[src/rtl/irqc_pkg.sv]
package irqc_pkg;

  // Register offsets (byte addresses) seen by software
  localparam int unsigned OFF_GIE  = 32'h1C;
  localparam int unsigned OFF_STAT = 32'h20;
  localparam int unsigned OFF_IER  = 32'h28;
  localparam int unsigned OFF_RST  = 32'h40;

  // Value that must be written to the reset register to fire a core reset
  localparam int unsigned RST_KEY  = 32'hA;

  localparam int unsigned EVT_N    = 8;

  typedef logic [EVT_N-1:0] evt_vec_t;

  // Pending events: latched and enabled
  function automatic evt_vec_t pending_of(input evt_vec_t stat, input evt_vec_t ena);
    return stat & ena;
  endfunction

  // Line level: global gate and any pending
  function automatic logic line_of(input logic gate, input evt_vec_t pend);
    return gate & (|pend);
  endfunction

  // Status update: clear requested bits, then OR in new events (set wins)
  function automatic evt_vec_t status_next(input evt_vec_t stat, input evt_vec_t evt,
                                           input evt_vec_t clr);
    return (stat & ~clr) | evt;
  endfunction

endpackage

[src/rtl/irqc_status_bank.sv]
module irqc_status_bank
  import irqc_pkg::*;
(
  input  logic     clk,
  input  logic     rst_n,
  input  logic     soft_clr,
  input  evt_vec_t evt,
  input  logic     clr_we,
  input  evt_vec_t clr_mask,
  output evt_vec_t status
);

  evt_vec_t clr_eff;
  evt_vec_t status_d;

  assign clr_eff  = clr_we ? clr_mask : '0;
  assign status_d = soft_clr ? '0 : status_next(status, evt, clr_eff);

  always_ff @(posedge clk or negedge rst_n) begin
    if (!rst_n) status <= '0;
    else        status <= status_d;
  end

  // every event seen at an edge is latched afterwards
  a_r4_event_latches: assert property (@(posedge clk) disable iff (!rst_n)
    (!soft_clr) |=> ((status & $past(evt)) == $past(evt)));

  // bits written with one and not re-raised are gone
  a_r5_w1c_clears: assert property (@(posedge clk) disable iff (!rst_n)
    (clr_we && !soft_clr) |=> ((status & $past(clr_mask & ~evt)) == '0));

  // bits not cleared keep their value
  a_r5_w0_keeps: assert property (@(posedge clk) disable iff (!rst_n)
    (!soft_clr) |=> (($past(status & ~clr_eff) & ~status) == '0));

  // a colliding clear loses against its event
  a_r6_set_wins: assert property (@(posedge clk) disable iff (!rst_n)
    (clr_we && |(clr_mask & evt) && !soft_clr) |=>
      ((status & $past(clr_mask & evt)) == $past(clr_mask & evt)));

endmodule

[src/rtl/irqc_irq_gate.sv]
module irqc_irq_gate
  import irqc_pkg::*;
(
  input  evt_vec_t status,
  input  evt_vec_t enable,
  input  logic     gie,
  output evt_vec_t pending,
  output logic     irq
);

  assign pending = pending_of(status, enable);
  assign irq     = line_of(gie, pending);

endmodule

[src/rtl/irqc_reset_key.sv]
module irqc_reset_key #(
  parameter int unsigned DATA_W = 32,
  parameter int unsigned KEY    = 32'hA
) (
  input  logic              clk,
  input  logic              rst_n,
  input  logic              key_we,
  input  logic [DATA_W-1:0] key_data,
  output logic              key_hit,
  output logic              core_rst
);

  localparam logic [DATA_W-1:0] KEY_V = DATA_W'(KEY);

  assign key_hit = key_we && (key_data == KEY_V);

  always_ff @(posedge clk or negedge rst_n) begin
    if (!rst_n) core_rst <= 1'b0;
    else        core_rst <= key_hit;
  end

  // a pulse is always the result of a keyed write one cycle earlier
  a_r8_pulse_from_key: assert property (@(posedge clk) disable iff (!rst_n)
    core_rst |-> $past(key_we && (key_data == KEY_V)));

  // a wrong value never fires the pulse
  a_r9_wrong_key_quiet: assert property (@(posedge clk) disable iff (!rst_n)
    (key_we && (key_data != KEY_V)) |=> !core_rst);

endmodule

[src/rtl/irqc_hub.sv]
module irqc_hub
  import irqc_pkg::*;
#(
  parameter int unsigned ADDR_W = 8,
  parameter int unsigned DATA_W = 32
) (
  input  logic              clk,
  input  logic              rst_n,
  input  logic [ADDR_W-1:0] reg_addr,
  input  logic              reg_we,
  input  logic [DATA_W-1:0] reg_wdata,
  output logic [DATA_W-1:0] reg_rdata,
  input  logic [EVT_N-1:0]  evt_in,
  output logic              irq_out,
  output logic              core_rst_out
);

  localparam int unsigned GIE_BIT = DATA_W - 1;

  logic     sel_gie, sel_stat, sel_ier, sel_rst;
  logic     key_hit;
  logic     gie;
  evt_vec_t ier;
  evt_vec_t status;
  evt_vec_t pending;

  assign sel_gie  = (reg_addr == ADDR_W'(OFF_GIE));
  assign sel_stat = (reg_addr == ADDR_W'(OFF_STAT));
  assign sel_ier  = (reg_addr == ADDR_W'(OFF_IER));
  assign sel_rst  = (reg_addr == ADDR_W'(OFF_RST));

  irqc_reset_key #(.DATA_W(DATA_W), .KEY(RST_KEY)) u_key (
    .clk      (clk),
    .rst_n    (rst_n),
    .key_we   (reg_we && sel_rst),
    .key_data (reg_wdata),
    .key_hit  (key_hit),
    .core_rst (core_rst_out)
  );

  irqc_status_bank u_stat (
    .clk      (clk),
    .rst_n    (rst_n),
    .soft_clr (key_hit),
    .evt      (evt_in),
    .clr_we   (reg_we && sel_stat),
    .clr_mask (reg_wdata[EVT_N-1:0]),
    .status   (status)
  );

  always_ff @(posedge clk or negedge rst_n) begin
    if (!rst_n) begin
      gie <= 1'b0;
      ier <= '0;
    end else if (key_hit) begin
      gie <= 1'b0;
      ier <= '0;
    end else if (reg_we) begin
      if (sel_gie) gie <= reg_wdata[GIE_BIT];
      if (sel_ier) ier <= reg_wdata[EVT_N-1:0];
    end
  end

  irqc_irq_gate u_gate (
    .status  (status),
    .enable  (ier),
    .gie     (gie),
    .pending (pending),
    .irq     (irq_out)
  );

  always_comb begin
    reg_rdata = '0;
    if (sel_gie)       reg_rdata[GIE_BIT]   = gie;
    else if (sel_stat) reg_rdata[EVT_N-1:0] = status;
    else if (sel_ier)  reg_rdata[EVT_N-1:0] = ier;
  end

  // the line needs the global gate
  a_r7_needs_gie: assert property (@(posedge clk) disable iff (!rst_n)
    irq_out |-> gie);

  // the line needs a latched and enabled event
  a_r7_needs_pending: assert property (@(posedge clk) disable iff (!rst_n)
    irq_out |-> ((status & ier) != '0));

  // during the pulse every register is back at zero
  a_r10_regs_zero: assert property (@(posedge clk) disable iff (!rst_n)
    core_rst_out |-> (!gie && (ier == '0) && (status == '0)));

endmodule

[config.mk]
export PLATFORM = sky130hd
export DESIGN_NAME = irqc_hub
export DESIGN_NICKNAME = d
export VERILOG_FILES = /design/src/rtl/irqc_pkg.sv /design/src/rtl/irqc_status_bank.sv /design/src/rtl/irqc_irq_gate.sv /design/src/rtl/irqc_reset_key.sv /design/src/rtl/irqc_hub.sv
export SDC_FILE = /design/constraint.sdc
export NUM_CORES = 1
export LEC_CHECK = 0
export BUFFER_PORTS_ARGS = -buffer_cell sky130_fd_sc_hd__buf_2
export CORE_ASPECT_RATIO = 1.1
export CORE_MARGIN = 4
export CORE_UTILIZATION = 38
export CTS_CLUSTER_DIAMETER = 60
export DETAILED_ROUTE_END_ITERATION = 6
export GPL_TIMING_DRIVEN = 0
export PLACE_DENSITY = 0.87
export SLEW_MARGIN = 20
export SYNTH_ARGS = -nofsm -noshare
export SYNTH_HDL_FRONTEND = slang
export SYNTH_SLANG_ARGS = --single-unit
export TNS_END_PERCENT = 10
[constraint.sdc]
create_clock -name clk -period 1.01 [get_ports clk]
set_clock_uncertainty 0.15 [all_clocks]
set_input_delay 0.101 -clock clk [delete_from_list [all_inputs] [get_ports clk]]
set_output_delay 0.101 -clock clk [all_outputs]
set_load 0.05 [all_outputs]
# Yosys cells after proc, flatten, opt, wreduce, memory -nomap -nowiden

Index checks and enable logic that the tools add are counted.

Equality and inequality tests: 5
Mux-type cells: 12
Bitwise logic cells: 5
Reductions and logical operators: 9

Operators by type and width:

| operator                                                               | count |
|---|---|
| 8-bit 2-to-1 mux                                                       | 8 |
| 32-bit by 4-bit equality test with 1-bit output, second input constant | 1 |
| 8-bit bitwise AND                                                      | 2 |
| 8-bit by 6-bit equality test with 1-bit output, second input constant  | 2 |
| 8-bit by 5-bit equality test with 1-bit output, second input constant  | 1 |
| 8-bit by 7-bit equality test with 1-bit output, second input constant  | 1 |
| 8-bit NOT                                                              | 1 |
| 8-bit OR                                                               | 1 |
| 8-bit OR reduction                                                     | 1 |
| 2-bit nonzero test                                                     | 3 |
| 1-bit 2-to-1 mux                                                       | 4 |
| 2-bit AND reduction                                                    | 2 |
| 1-bit logical AND                                                      | 3 |
| 1-bit bitwise AND                                                      | 1 |

Register bits: 18
Bits of input ports: 51
Output and inout port bits: 34

# Longest topological paths before layout

Word-level depth: 7
Gate-level depth with buffers: 6

# Modules after synthesis

Synthesis repeated with hierarchy kept, for this count alone.

Cell total of the unflattened synthesis: 155
Area, all modules: 1467.7 sq um

Modules (own cells, without submodules):

| module           | instances | cells an instance | area an instance (sq um) | sequential area each (sq um) |
|---|---|---|---|---|
| irqc_hub         | 1         | 97                | 858.3                    | 225.2 |
| irqc_status_bank | 1         | 34                | 402.9                    | 200.2 |
| irqc_reset_key   | 1         | 13                | 128.9                    | 25.0 |
| irqc_irq_gate    | 1         | 11                | 77.6                     | 0.0 |

# Least setup slack after synthesis

Ideal clock, no wire load.

Path kind: input-to-output
Start point: input reg_addr[7]
End point: output reg_rdata[0]
Arrival time: 1.491 ns
Path slack: -0.732 ns
Cell stages on the path: 4
Cells stage by stage: nor3_1 -> clkbuf_1 -> nand2_1 -> nor2_1

Word-level cells in the longest chain between the ends: 4
Elaborated cells between the ends (all ways): 6

RTL lines:

| what                                           | line           | source |
|---|---|---|
| start, declared                                | irqc_hub.sv:9  | `input logic [ADDR_W-1:0] reg_addr,` |
| 8-bit by 6-bit equality test with 1-bit output | irqc_hub.sv:29 | `assign sel_ier = (reg_addr == ADDR_W'(OFF_IER));` |
| 8-bit 2-to-1 mux                               | irqc_hub.sv:76 | `else if (sel_ier) reg_rdata[EVT_N-1:0] = ier;` |
| 8-bit 2-to-1 mux                               | irqc_hub.sv:75 | `else if (sel_stat) reg_rdata[EVT_N-1:0] = status;` |
| 8-bit 2-to-1 mux *                             | irqc_hub.sv:74 | `if (sel_gie) reg_rdata[GIE_BIT] = gie;` |
| end, declared                                  | irqc_hub.sv:12 | `output logic [DATA_W-1:0] reg_rdata,` |

Every way passes the cells marked *; elsewhere a longest branch is shown, timed or not.

# Final worst setup path

Start point: register u_stat.status[4]
End point: output irq_out

Word-level cells in the longest chain between the ends: 3

RTL lines:

| what                   | line                   | source |
|---|---|---|
| start, declared        | irqc_status_bank.sv:10 | `output evt_vec_t status` |
| start signal, assigned | irqc_status_bank.sv:21 | `else status <= status_d;` |
| 8-bit bitwise AND      | irqc_pkg.sv:18         | `return stat & ena;` |
| 8-bit OR reduction     | irqc_pkg.sv:23         | `return gate & (\|pend);` |
| 1-bit bitwise AND      | irqc_pkg.sv:23         |  |
| end, declared          | irqc_hub.sv:14         | `output logic irq_out,` |

Every way passes these cells.

==> flow_metrics.env <==
export IMPL_status="complete, but fails checks"
export IMPL_violations="negative hold slack, negative setup slack"
export IMPL_core_sq_um=3330
export IMPL_total_power_mw=1.74
export IMPL_syn_area_sq_um=1310
export IMPL_fmax_mhz=649
export IMPL_maxCapViolations=0
export IMPL_synth_top_area_frac=0.343
export IMPL_numCtsBuffers=3
export IMPL_async_reset_ff_frac=1.00
export IMPL_antenna_found_initial=0
export IMPL_grtUsageTotal=0.197
export IMPL_grt_pass1_vias=1582
export IMPL_whs_ns=-0.0725
export IMPL_setup_viol=29
export IMPL_ir_drop_mv=0.624
export IMPL_start_kind="flip-flop"
export IMPL_n_fill_cell=235
export IMPL_h_tree_depth=1
export IMPL_yosys_top_cells_area="dfrtp_1, buf_4, mux2i_1"
export IMPL_rsz0062_at_grt="yes"
export IMPL_reg2reg_to="ier[5]"
export IMPL_grt_overflow=0
export IMPL_critical_path_max_fanout=3
export IMPL_layoutNonFillerInstCount=307
export IMPL_final_hold_violation_count=3
export IMPL_critPathCaptureType="output port"
export IMPL_vias_per_cell=5.12
export IMPL_drive_gt1_frac=0.517
export IMPL_finalCritPeriodShare=1.52
export IMPL_power_switching_uw=615
export IMPL_min_period_ns=1.54
export IMPL_port_buffers=61
export IMPL_arrival_ns=1.29
export IMPL_crit_start="u_stat.status[4]"
export IMPL_layout_commonest_cell="buf_2"
export IMPL_cts_hold_buffers=15
export IMPL_die_h_um=69.6
export IMPL_grt_max_degree=19
export IMPL_most_common_layout_cells="buf_2, buf_4, conb_1"
export IMPL_ant_nets=0
export IMPL_clock_root_buffer="clkbuf_4"
export IMPL_rr_startpoint="ier[5]"
export IMPL_yosysUniqueCellTypes=29
export IMPL_synth_ff_type="dfrtp_1"
export IMPL_grt_pass1_wl_mm=7.11
export IMPL_crit_type="reg2out"
export IMPL_clk_transition_reported_paths_ns=0.10
export IMPL_avgSynthCellArea_sq_um=8.69
export IMPL_multi_input_area_sq_um=945
export IMPL_first_pass_iters=4
export IMPL_syn2layout_area_growth_pct=78.2
export IMPL_routed_wl_mm=4.86
export IMPL_power_density_nw_per_um2=744
export IMPL_finalMaxSlewViolations=0
export IMPL_drc=0
export IMPL_num_nets_final=312
export IMPL_hold_end="ier[4]"
export IMPL_yosysWarnings=0
export IMPL_dp_cells=282
export IMPL_routabilityCongestion=0.855
export IMPL_critPathSlowestCell="dfrtp_1"
export IMPL_drt_iter0_markers=75
export IMPL_cts_sinks=18
export IMPL_dieArea_sq_um=4460
export IMPL_diodes=0
export IMPL_insertion_delay_ns=0.29
export IMPL_io_pins=85
export IMPL_cp_cell_sequence="a22oi_2 -> a41oi_2 -> buf_6"
export IMPL_hpwlAfterDp_mm=3.08
export IMPL_min_path_type="in2reg"
export IMPL_hp_start="reg_wdata[4]"
export IMPL_leakage_nw=1.09
export IMPL_rows=22
export IMPL_p_comb_frac=0.371
export IMPL_synth_top_area_cell="dfrtp_1"
export IMPL_cp_slowest_stage_delay_ns=0.44
export IMPL_ys_ff_latch=18
export IMPL_switching_share=0.353
export IMPL_worst_r2r_setup_slack_ns=-0.32
export IMPL_yosysSeqAreaShare=0.343
export IMPL_seq_power_share=0.423
export IMPL_whs_path_depth=3
export IMPL_initial_core_util=0.394
export IMPL_worstPathRequired_ns=0.76
export IMPL_reg2reg_depth=5
export IMPL_p_clk_frac=0.206
export IMPL_final_core_util=0.702
export IMPL_die_w_um=64.0
export IMPL_syn_inst=151
export IMPL_layout_setup_ws_ns=-0.530
export IMPL_regArea_sq_um=450
export IMPL_power_internal_mw=1.13
export IMPL_vias=1571
export IMPL_synth_edf_count=0
export IMPL_cts_tree="built"
export IMPL_clk_path_buf_depth=2
export IMPL_wire_per_inst_um=15.8
[power by group through the flow]
stage                     combinational (mW)  clock, mW  sequential, mW
after floorplan                        0.365          0           0.746
after detailed placement               0.529          0           0.747
after CTS                              0.598      0.358           0.734
after global routing                   0.683      0.394           0.737
final                                  0.646      0.358           0.735
after global placement                 0.522          0           0.747
[critical path: cells and delay by family (launching register included)]
family          cells  cell delay (ns)
flops               1             0.44
compound gates      2             0.38
buf+inv             1             0.18
[synth_stat cells, types with 3 or more instances]
| library cell | number |
|---|---|
| o21ai_0 | 6 |
| a21oi_1 | 8 |
| nand4_1 | 11 |
| nor4_1 | 5 |
| mux2i_1 | 11 |
| nor2_1 | 22 |
| a31oi_1 | 6 |
| buf_2 | 3 |
| nor2b_1 | 6 |
| dfrtp_1 | 18 |
| a22oi_1 | 4 |
| nand2_1 | 7 |
| buf_4 | 24 |
[metal layers]
metal,up-vias,track usage,share of wire
met5,-,0,0
met3,10,0.0340,0.074
met1,746,0.233,0.36
met2,95,0.333,0.54
li1,720,-,-
met4,0,0.106,0.025
[registers in the layout, indices dropped and copies added, names as in the netlist]
register,flops
u_key.core_rst,1
u_stat.status,8
gie,1
ier,8
[worst max path at each step]
stage,slack [ns],to
after detailed placement,-0.67,u_stat.status[4]
after global placement,-0.66,u_stat.status[4]
after global routing,-0.58,irq_out
final,-0.53,irq_out
after CTS,-0.51,irq_out
after floorplan,-0.28,ier[1]
[cell type report]
cell class,count,share of cell area
Tap cell,48,0.0257
Sequential cell,18,0.193
Timing Repair Buffer,83,0.268
Multi-Input combinational cell,124,0.404
Clock buffer,3,0.00963
Buffer,30,0.0984
Inverter,1,0.00161
[logic make-up after synthesis]
logic type | after synthesis | share of synthesized area
AND/OR/NAND/NOR | 65 | 0.293
multiplexers | 11 | 0.0839
AO/OA/AOI/OAI | 25 | 0.112
other | 1 | 0.00286
flip-flops | 18 | 0.343
buffers and inverters | 31 | 0.166
[timing repair]
item,4_1_cts,5_1_grt
endpoints found under the setup margin,29,29
buffers inserted,3,4
gates resized for setup,37,19
hold endpoints to repair,35,3
pin swaps,9,9
[per-stage QoR]
stage	TNS, ns	setup WS, ns	instance area, sq um	hold slack (ns)
global placement	-15.63	-0.660	1890	-0.101
floorplan	-6.36	-0.279	1520	-0.345
global route	-11.10	-0.581	2340	-0.0877
CTS	-8.48	-0.508	2220	-0.0473
detailed placement	-15.83	-0.671	1890	-0.0960
finish	-9.90	-0.530	2340	-0.0725
(Power assumes the default switching activity.)
